### src/rtl/dcwt_pkg.sv
package dcwt_pkg;
   typedef enum logic [2:0] {
      ST_IDLE,
      ST_LOOK,
      ST_FILL,
      ST_RESP,
      ST_STORE
   } dc_state_e;
endpackage

### src/rtl/dcwt_tag_store.sv
module dcwt_tag_store #(
   parameter int LINES = 4,
   parameter int IDX_W = 2,
   parameter int TAG_W = 10
) (
   input  logic             clk,
   input  logic             rst_n,
   input  logic [IDX_W-1:0] rd_idx,
   output logic             rd_valid,
   output logic [TAG_W-1:0] rd_tag,
   input  logic             wr_en,
   input  logic [IDX_W-1:0] wr_idx,
   input  logic [TAG_W-1:0] wr_tag
);
   logic [LINES-1:0] valid_q;
   logic [TAG_W-1:0] tag_q [LINES];

   for (genvar l = 0; l < LINES; l++) begin : g_line
      always_ff @(posedge clk) begin
         if (!rst_n) begin
            valid_q[l] <= 1'b0;
            tag_q[l]   <= '0;
         end else if (wr_en && wr_idx == IDX_W'(l)) begin
            valid_q[l] <= 1'b1;
            tag_q[l]   <= wr_tag;
         end
      end
   end

   assign rd_valid = valid_q[rd_idx];
   assign rd_tag   = tag_q[rd_idx];

   // first cycle out of reset sees every line invalid
   assert_reset_clear_R1: assert property (@(posedge clk) disable iff (!rst_n)
      $rose(rst_n) |-> valid_q == '0);
endmodule

### src/rtl/dcwt_data_store.sv
module dcwt_data_store #(
   parameter int LINES  = 4,
   parameter int WORDS  = 2,
   parameter int DATA_W = 64,
   parameter int IDX_W  = 2,
   parameter int WSEL_W = 1
) (
   input  logic              clk,
   input  logic              wr_en,
   input  logic [IDX_W-1:0]  wr_idx,
   input  logic [WSEL_W-1:0] wr_wsel,
   input  logic [DATA_W-1:0] wr_data,
   input  logic [IDX_W-1:0]  rd_idx,
   input  logic [WSEL_W-1:0] rd_wsel,
   output logic [DATA_W-1:0] rd_data
);
   logic [DATA_W-1:0] word_q [LINES][WORDS];

   for (genvar l = 0; l < LINES; l++) begin : g_line
      for (genvar w = 0; w < WORDS; w++) begin : g_word
         always_ff @(posedge clk) begin
            if (wr_en && wr_idx == IDX_W'(l) && wr_wsel == WSEL_W'(w))
               word_q[l][w] <= wr_data;
         end
      end
   end

   assign rd_data = word_q[rd_idx][rd_wsel];
endmodule

### src/rtl/dcwt_ctrl.sv
module dcwt_ctrl
   import dcwt_pkg::*;
#(
   parameter int ADDR_W = 16,
   parameter int DATA_W = 64,
   parameter int OFF_W  = 3,
   parameter int WSEL_W = 1,
   parameter int IDX_W  = 2,
   parameter int TAG_W  = 10,
   parameter int WORDS  = 2
) (
   input  logic                    clk,
   input  logic                    rst_n,
   input  logic                    req_valid,
   output logic                    req_ready,
   input  logic                    req_write,
   input  logic [ADDR_W-OFF_W-1:0] req_waddr,
   input  logic [DATA_W-1:0]       req_wdata,
   output logic                    rsp_valid,
   output logic                    rsp_hit,
   input  logic                    lk_valid,
   input  logic [TAG_W-1:0]        lk_tag,
   output logic [IDX_W-1:0]        cur_idx,
   output logic [TAG_W-1:0]        cur_tag,
   output logic [WSEL_W-1:0]       cur_wsel,
   output logic                    tag_we,
   output logic                    dat_we,
   output logic [WSEL_W-1:0]       dat_wsel,
   output logic [DATA_W-1:0]       dat_wdata,
   output logic                    mem_req,
   output logic                    mem_we,
   output logic [ADDR_W-OFF_W-1:0] mem_addr,
   output logic [DATA_W-1:0]       mem_wdata,
   input  logic                    mem_ack,
   input  logic [DATA_W-1:0]       mem_rdata
);
   localparam int MADDR_W = ADDR_W - OFF_W;
   localparam logic [WSEL_W-1:0] LAST_BEAT = WSEL_W'(WORDS - 1);

   dc_state_e           state_q;
   logic [MADDR_W-1:0]  wa_q;
   logic [DATA_W-1:0]   wd_q;
   logic                wr_q;
   logic                hit_q;
   logic [WSEL_W-1:0]   beat_q;
   logic                hit;

   assign cur_wsel = wa_q[WSEL_W-1:0];
   assign cur_idx  = wa_q[WSEL_W +: IDX_W];
   assign cur_tag  = wa_q[MADDR_W-1 -: TAG_W];
   assign hit      = lk_valid && (lk_tag == cur_tag);

   always_ff @(posedge clk) begin
      if (!rst_n) begin
         state_q <= ST_IDLE;
         wa_q    <= '0;
         wd_q    <= '0;
         wr_q    <= 1'b0;
         hit_q   <= 1'b0;
         beat_q  <= '0;
      end else begin
         case (state_q)
            ST_IDLE: if (req_valid) begin
               wa_q    <= req_waddr;
               wd_q    <= req_wdata;
               wr_q    <= req_write;
               state_q <= ST_LOOK;
            end
            ST_LOOK: begin
               hit_q <= hit;
               if (wr_q)     state_q <= ST_STORE;
               else if (hit) state_q <= ST_IDLE;
               else begin
                  beat_q  <= '0;
                  state_q <= ST_FILL;
               end
            end
            ST_FILL: if (mem_ack) begin
               beat_q <= beat_q + 1'b1;
               if (beat_q == LAST_BEAT) state_q <= ST_RESP;
            end
            ST_RESP:  state_q <= ST_IDLE;
            ST_STORE: if (mem_ack) state_q <= ST_IDLE;
            default:  state_q <= ST_IDLE;
         endcase
      end
   end

   always_comb begin
      req_ready = (state_q == ST_IDLE);
      rsp_valid = 1'b0;
      rsp_hit   = 1'b0;
      case (state_q)
         ST_LOOK:  if (!wr_q && hit) begin rsp_valid = 1'b1; rsp_hit = 1'b1; end
         ST_RESP:  rsp_valid = 1'b1;
         ST_STORE: if (mem_ack) begin rsp_valid = 1'b1; rsp_hit = hit_q; end
         default: ;
      endcase
   end

   always_comb begin
      dat_we    = 1'b0;
      dat_wsel  = cur_wsel;
      dat_wdata = wd_q;
      tag_we    = 1'b0;
      if (state_q == ST_LOOK && wr_q && hit) dat_we = 1'b1;
      if (state_q == ST_FILL && mem_ack) begin
         dat_we    = 1'b1;
         dat_wsel  = beat_q;
         dat_wdata = mem_rdata;
         tag_we    = (beat_q == LAST_BEAT);
      end
   end

   assign mem_req   = (state_q == ST_FILL) || (state_q == ST_STORE);
   assign mem_we    = (state_q == ST_STORE);
   assign mem_addr  = mem_we ? wa_q : {wa_q[MADDR_W-1:WSEL_W], beat_q};
   assign mem_wdata = wd_q;

   assert_rsp_single_R8: assert property (@(posedge clk) disable iff (!rst_n)
      rsp_valid |=> !rsp_valid);
   assert_accept_busy_R8: assert property (@(posedge clk) disable iff (!rst_n)
      (req_valid && req_ready) |=> !req_ready);
   assert_hold_R9: assert property (@(posedge clk) disable iff (!rst_n)
      (mem_req && !mem_ack) |=> (mem_req && $stable(mem_we) && $stable(mem_addr) && $stable(mem_wdata)));
   assert_store_mem_R5: assert property (@(posedge clk) disable iff (!rst_n)
      (rsp_valid && wr_q) |-> (mem_req && mem_we && mem_ack));
   assert_hit_nomem_R3: assert property (@(posedge clk) disable iff (!rst_n)
      (rsp_valid && rsp_hit && !wr_q) |-> !mem_req);
   assert_no_alloc_R7: assert property (@(posedge clk) disable iff (!rst_n)
      tag_we |-> !wr_q);
   assert_fill_done_R2: assert property (@(posedge clk) disable iff (!rst_n)
      (rsp_valid && !wr_q && !rsp_hit) |-> $past(tag_we));
endmodule

### src/rtl/dc_wt_cache.sv
module dc_wt_cache #(
   parameter int ADDR_W      = 16,
   parameter int DATA_W      = 64,
   parameter int CACHE_BYTES = 64,
   parameter int LINE_BYTES  = 16,
   localparam int WORD_BYTES = DATA_W / 8,
   localparam int OFF_W      = $clog2(WORD_BYTES),
   localparam int MADDR_W    = ADDR_W - OFF_W
) (
   input  logic               clk,
   input  logic               rst_n,
   input  logic               req_valid,
   output logic               req_ready,
   input  logic               req_write,
   input  logic [ADDR_W-1:0]  req_addr,
   input  logic [DATA_W-1:0]  req_wdata,
   output logic               rsp_valid,
   output logic               rsp_hit,
   output logic [DATA_W-1:0]  rsp_rdata,
   output logic               mem_req,
   output logic               mem_we,
   output logic [MADDR_W-1:0] mem_addr,
   output logic [DATA_W-1:0]  mem_wdata,
   input  logic               mem_ack,
   input  logic [DATA_W-1:0]  mem_rdata
);
   localparam int WORDS  = LINE_BYTES / WORD_BYTES;
   localparam int WSEL_W = $clog2(WORDS);
   localparam int LINES  = CACHE_BYTES / LINE_BYTES;
   localparam int IDX_W  = $clog2(LINES);
   localparam int TAG_W  = MADDR_W - WSEL_W - IDX_W;

   if (DATA_W % 8 != 0 || (1 << OFF_W) != WORD_BYTES) begin : g_bad_word
      $error("DATA_W must give a power-of-two byte count");
   end
   if (WORDS < 2 || (1 << WSEL_W) != WORDS || LINE_BYTES % WORD_BYTES != 0) begin : g_bad_line
      $error("line must hold a power-of-two number of words, at least two");
   end
   if (LINES < 2 || (1 << IDX_W) != LINES) begin : g_bad_lines
      $error("line count must be a power of two, at least two");
   end
   if (TAG_W < 1) begin : g_bad_tag
      $error("address too narrow for the cache geometry");
   end

   logic               lk_valid;
   logic [TAG_W-1:0]   lk_tag;
   logic [IDX_W-1:0]   cur_idx;
   logic [TAG_W-1:0]   cur_tag;
   logic [WSEL_W-1:0]  cur_wsel;
   logic               tag_we;
   logic               dat_we;
   logic [WSEL_W-1:0]  dat_wsel;
   logic [DATA_W-1:0]  dat_wdata;

   dcwt_ctrl #(
      .ADDR_W(ADDR_W), .DATA_W(DATA_W), .OFF_W(OFF_W), .WSEL_W(WSEL_W),
      .IDX_W(IDX_W), .TAG_W(TAG_W), .WORDS(WORDS)
   ) u_ctrl (
      .clk(clk), .rst_n(rst_n),
      .req_valid(req_valid), .req_ready(req_ready), .req_write(req_write),
      .req_waddr(req_addr[ADDR_W-1:OFF_W]), .req_wdata(req_wdata),
      .rsp_valid(rsp_valid), .rsp_hit(rsp_hit),
      .lk_valid(lk_valid), .lk_tag(lk_tag),
      .cur_idx(cur_idx), .cur_tag(cur_tag), .cur_wsel(cur_wsel),
      .tag_we(tag_we), .dat_we(dat_we), .dat_wsel(dat_wsel), .dat_wdata(dat_wdata),
      .mem_req(mem_req), .mem_we(mem_we), .mem_addr(mem_addr), .mem_wdata(mem_wdata),
      .mem_ack(mem_ack), .mem_rdata(mem_rdata)
   );

   dcwt_tag_store #(.LINES(LINES), .IDX_W(IDX_W), .TAG_W(TAG_W)) u_tags (
      .clk(clk), .rst_n(rst_n),
      .rd_idx(cur_idx), .rd_valid(lk_valid), .rd_tag(lk_tag),
      .wr_en(tag_we), .wr_idx(cur_idx), .wr_tag(cur_tag)
   );

   dcwt_data_store #(
      .LINES(LINES), .WORDS(WORDS), .DATA_W(DATA_W), .IDX_W(IDX_W), .WSEL_W(WSEL_W)
   ) u_data (
      .clk(clk),
      .wr_en(dat_we), .wr_idx(cur_idx), .wr_wsel(dat_wsel), .wr_data(dat_wdata),
      .rd_idx(cur_idx), .rd_wsel(cur_wsel), .rd_data(rsp_rdata)
   );

   // requests carry word-aligned byte addresses
   assert_aligned_R4: assert property (@(posedge clk) disable iff (!rst_n)
      (req_valid && req_ready) |-> req_addr[OFF_W-1:0] == '0);
endmodule

### config.mk
export PLATFORM = sky130hd
export DESIGN_NAME = dc_wt_cache
export DESIGN_NICKNAME = d
export VERILOG_FILES = /design/src/rtl/dcwt_pkg.sv /design/src/rtl/dcwt_tag_store.sv /design/src/rtl/dcwt_data_store.sv /design/src/rtl/dcwt_ctrl.sv /design/src/rtl/dc_wt_cache.sv
export SDC_FILE = /design/constraint.sdc
export NUM_CORES = 1
export LEC_CHECK = 0
export BUFFER_PORTS_ARGS = -buffer_cell sky130_fd_sc_hd__buf_2
export CAP_MARGIN = 25
export CORE_UTILIZATION = 55
export CTS_CLUSTER_DIAMETER = 30
export CTS_CLUSTER_SIZE = 24
export DETAILED_ROUTE_END_ITERATION = 16
export GPL_ROUTABILITY_DRIVEN = 0
export PLACE_DENSITY = 0.76
export SKIP_LAST_GASP = 1
export SLEW_MARGIN = 20
export SYNTH_ARGS = -nofsm -noshare
export SYNTH_HDL_FRONTEND = slang
export SYNTH_SLANG_ARGS = --single-unit
### constraint.sdc
create_clock -name clk -period 6.6 [get_ports clk]
set_input_delay 0.99 -clock clk [delete_from_list [all_inputs] [get_ports clk]]
set_output_delay 0.99 -clock clk [all_outputs]
set_load 0.03 [all_outputs]
After elaboration in Yosys (flattened, before gate mapping)
Memories as Yosys holds them, arrays and structs flattened. A register that Yosys moved wholly into a read port is not among the register bits.
Cells that the tools add are included.

cells by class
  add/sub/neg operators = 1
  magnitude comparators = 2
  equal/unequal tests = 14
  multiplexer cells = 73
  bitwise operators = 6
  reductions and logical operators = 32

operator list
  operator                                                                       number
  128-bit two-way mux                                                            3
  128-bit OR reduction                                                           3
  64-bit two-way mux                                                             4
  1-bit two-way mux                                                              41
  10-bit two-way mux                                                             4
  2-bit two-way mux                                                              11
  1-bit logical AND                                                              21
  3-bit two-way mux                                                              5
  3-bit one-hot mux with 4 select lines                                          1
  10-bit == test                                                                 1
  2-bit inequality test (second input constant)                                  5
  4-bit AND reduction                                                            2
  3-bit by 2-bit == test with 1-bit output (second input constant)               2
  2-bit == test (second input constant)                                          2
  1-bit bitwise OR                                                               4
  1-bit one-hot mux with 2 select lines                                          2
  3-bit by 1-bit == test with 1-bit output (second input constant)               1
  3-bit == test (second input constant)                                          1
  3-bit zero test                                                                1
  2-bit by 3-bit less-than comparator with 1-bit output (second input constant)  1
  1-bit one-hot mux with 3 select lines                                          1
  1-bit binary-select mux with 2-bit select                                      1
  2-bit by 1-bit == test with 1-bit output (second input constant)               1
  2-bit greater-or-equal comparator (second input constant)                      1
  9 further kinds                                                                9

storage, ports and cells
  register bits after elaboration = 87
  memory bits (writable) = 552
  input port bits = 149
  output and inout bits = 146
  word-level logic and storage cells = 140
  memories kept = 2

memory list
  name           words  width  read ports  clocked after memory_dff  write ports  line                   text
  u_data.word_q  4      128    1           1                         1            dcwt_data_store.sv:17  logic [DATA_W-1:0] word_q [LINES][WORDS];
  u_tags.tag_q   4      10     1           1                         4            dcwt_tag_store.sv:16   logic [TAG_W-1:0] tag_q [LINES];

Longest topological paths before layout
  depth after elaboration = 14
  mapped depth = 8
  mapped depth without buffers = 6

By module
Synthesis repeated with hierarchy kept, for this count alone.

unflattened totals
  cells, all modules = 1363
  area, all modules = 25201.7 sq um

modules (own cells, without submodules)
  module           times used  cells an instance  area an instance (sq um)  sequential area each (sq um)
  dcwt_data_store  1           752                19266.0                   15374.7
  dcwt_ctrl        1           480                4047.6                    1661.6
  dcwt_tag_store   1           131                1888.1                    1281.2

Least setup slack after synthesis
Ideal clock, no wire load.

  path kind = register to register
  from = register with a tool-made name
  to = memory u_data.word_q[3][0] (netlist name), enable pin
  setup time = 0.487 ns
  data arrival time = 4.787 ns
  data required time = 6.113 ns
  setup slack = 1.327 ns
  cell stages (with the launch flop) = 8
  buffers on the path = 1
  period minus slack after synthesis = 5.273 ns
  path through = dfxtp_1 > buf_6 > mux4_2 > o2bb2ai_1 > or4_4 > a2111oi_4 > a32oi_2 > nor2_1

RTL lines
  element           line
  end: declaration  dcwt_data_store.sv:17

==> metrics.cfg <==
[status]
status = complete, no violations

[grt]
grt.overflow.total = 0
groute.usage.overall_pct = 24.7
grt_max_degree = 92
grt_pass1_vias = 15221
grt_pass1_wl_mm = 86.7
antenna_found_initial = 2

[place]
pre_cts_ws_ns = 2.26
port-buffer-count = 291
dp_hpwl_mm = 29.8
dpl-instance-area_um2 = 27500

[synth]
avgSynthCellArea_um2 = 17.0
synth_edf_count = 552
synth_seq_cells = 641
synth-xor-area-share_pct = 0.276
synthAdderAreaFrac_pct = 0
synth_top_area_share_pct = 65.3
synthDistinctLibCells = 40
synth-simple-area-share_pct = 6.88
synth_cells = 1494
synthMuxAreaShare_pct = 15.6
syn_area_um2 = 25400
yosys-top-cells-area = edfxtp_1 65%, mux4_2 12%, dfxtp_1 7.0%
yosysMostFrequentCell = edfxtp_1
synth_top_family_by_area = multiplexers
async_flop_share_pct = 0
synth_compound_area_share_pct = 3.35
synthTopCellsByCount = 552 x edfxtp_1, 344 x nand2_1, 132 x mux4_2
yosysTopAreaCell = edfxtp_1
synth_warnings = 0
synth_ff_type = edfxtp_1
yosysSeqAreaShare_pct = 72.3
syn_nets = 1643

[route]
remaining_drc_errors = 0
drt_iter0_drc = 1178
drtAntennaViolNets = 0
dr.pass1.iters = 5
vias_per_cell = 5.73
avgRoutedWirePerCell_um = 22.4
wirelength_mm = 56.9
dr_total_vias = 14572

[worst_setup_path]
path_common_cell = buf_4
start_kind = flip-flop
cpMaxStageDelayCell = dfxtp_4
cp.required_ns = 5.61
path_cells = buf_4 -> buf_4 -> mux4_2 -> mux2_2 -> buf_2
cp_max_fo = 56
arrival_ns = 3.80
path_class = reg -> out
ff2ff_path_depth = 7
crit_path_end_kind = primary output
worst_path_largest_cell_delay_ns = 0.87

[clocking]
cts_resized = 0
cts_buffer_depth = 3
clock-root-buffer = clkbuf_16
clock_latency_ns = 0.65
cts_tree = done
cts_hold_buffers = 0
postCtsSetupBuffers = 0
clkSlewWorstSetupHoldPaths_ns = 0.05
cts-buffers-inserted = 119
h-tree-depth = 3
cts_num_sinks = 641

[power_and_ir_drop]
powerDensity_nw_per_um2 = 366
max-vdd-ir-drop_mv = 0.217
p_leak_nw = 11.4

[layout]
drive_gt1_share_pct = 37.8
final_nets = 1989
final_cell_area_um2 = 31600
area_delta_synth_final_pct = 24.4
utilization_pct = 69.4

[sta]
setup_viol = 0
slew_viol_final = 0
fin_ws_ns = 1.81
period_minus_slack_ns = 4.79
worst_pin_slew_ns = 1.05
finalSetupTns_ns = 0
slew_headroom_pct = 29.4
rsz0062_at_grt = false
max_freq_mhz = 209
period_share_pct = 72.6
finalHoldViolCount = 0
finClkSkew_ns = 0.0242

[hold_path]
hp-class = reg -> reg
min_path_cells = 1

[floorplanning]
rows = 78
fp.dieArea_um2 = 47000
die_w_um = 217
design.core.area_um2 = 45500
start_util_pct = 55.8
die_height_um = 217
io_pins = 295

[flow_run]
cap_violations = 0

## power breakdown
group / leakage [nW] / internal, mW / switching [mW]
sequential: 5.83 / 4.55 / 0.0790
clock: 1.92 / 3.76 / 2.11
combinational: 3.69 / 0.365 / 0.684
total: 11.4 / 8.67 / 2.88
## sequential cells by signal, indices dropped and copies added (netlist names), 3 cells and up, named ones only
signal / count
u_tags.valid_q: 4
u_ctrl.state_q: 3
u_data.word_q: 512
u_ctrl.wa_q: 13
u_tags.tag_q: 40
u_ctrl.mem_wdata: 64
## worst paths after layout
kind	from	slack, ns	to
min	u_tags.valid_q[0]$_SDFFE_PN0P_	0.45	u_tags.valid_q[0]$_SDFFE_PN0P_
max	flip-flop	1.81	rsp_rdata[39]
min reg2reg	u_tags.valid_q[0]$_SDFFE_PN0P_	0.45	u_tags.valid_q[0]$_SDFFE_PN0P_
max reg2reg	flip-flop	2.27	u_data.word_q[0][86]$_DFFE_PP_
## layout by cell type, fill, tap and decap left out, types with 3 or more instances in the layout
cell	n
buf_2	291
a21oi_1	4
nand2b_1	4
inv_6	15
bufinv_16	9
dfxtp_1	86
nand3_1	5
clkbuf_16	121
clkinv_4	12
mux2i_1	4
clkbuf_1	9
clkinvlp_4	12
xnor2_1	8
nand2_1	343
inv_1	8
nor3_1	10
inv_8	12
o31ai_1	3
a21boi_0	80
clkinv_8	4
nor2_1	12
and2_1	32
buf_12	7
edfxtp_1	552
mux2_2	70
a21o_1	4
mux4_1	6
buf_4	14
clkinv_2	13
nor2_4	6
o21ai_0	4
mux4_2	132
clkinv_1	16
## worst max-delay path: cells and delay by family (launching register included)
kind | cells | cell delay, ns
buffers and inverters | 3 | 1.53
DFF | 1 | 0.87
muxes | 2 | 0.69
## cell type report
| class | count | area, µm² |
|---|---|---|
| sequential | 641 | 18400 |
| fill | 2869 | 13900 |
| multi-input combinational | 756 | 6710 |
| clock buffer | 130 | 3060 |
| timing repair buffer | 313 | 1730 |
| clock inverter | 93 | 922 |
| tap | 600 | 751 |
| inverter | 9 | 33.8 |
| antenna | 2 | 5.00 |
## routing by layer
layer  part of all wire [%]  up-vias  track usage, %
li1                       -     6455               -
met1                     40     7429            31.5
met2                     51      570            42.2
met3                    6.2      118            4.22
met4                    2.9        0            10.3
met5                      0        -               0
## cells by family after synthesis
family                    Yosys count
AOI/OAI and AO/OA                 111
xor gates and xnor gates            8
buffers and inverters              97
DFF                               641
muxes                             212
and+or+nand+nor                   425
## through the flow
stage | cells | hold WS, ns | power (mW)
after CTS | 2541 | 0.454 | 11.6
after floorplan | 1494 | 0.421 | 5.40
after global placement | 2317 | 0.430 | 5.72
after global routing | 2544 | 0.478 | 11.9
final | 2544 | 0.452 | 11.5
after detailed placement | 2318 | 0.440 | 5.75
(Power assumes the default switching activity.)
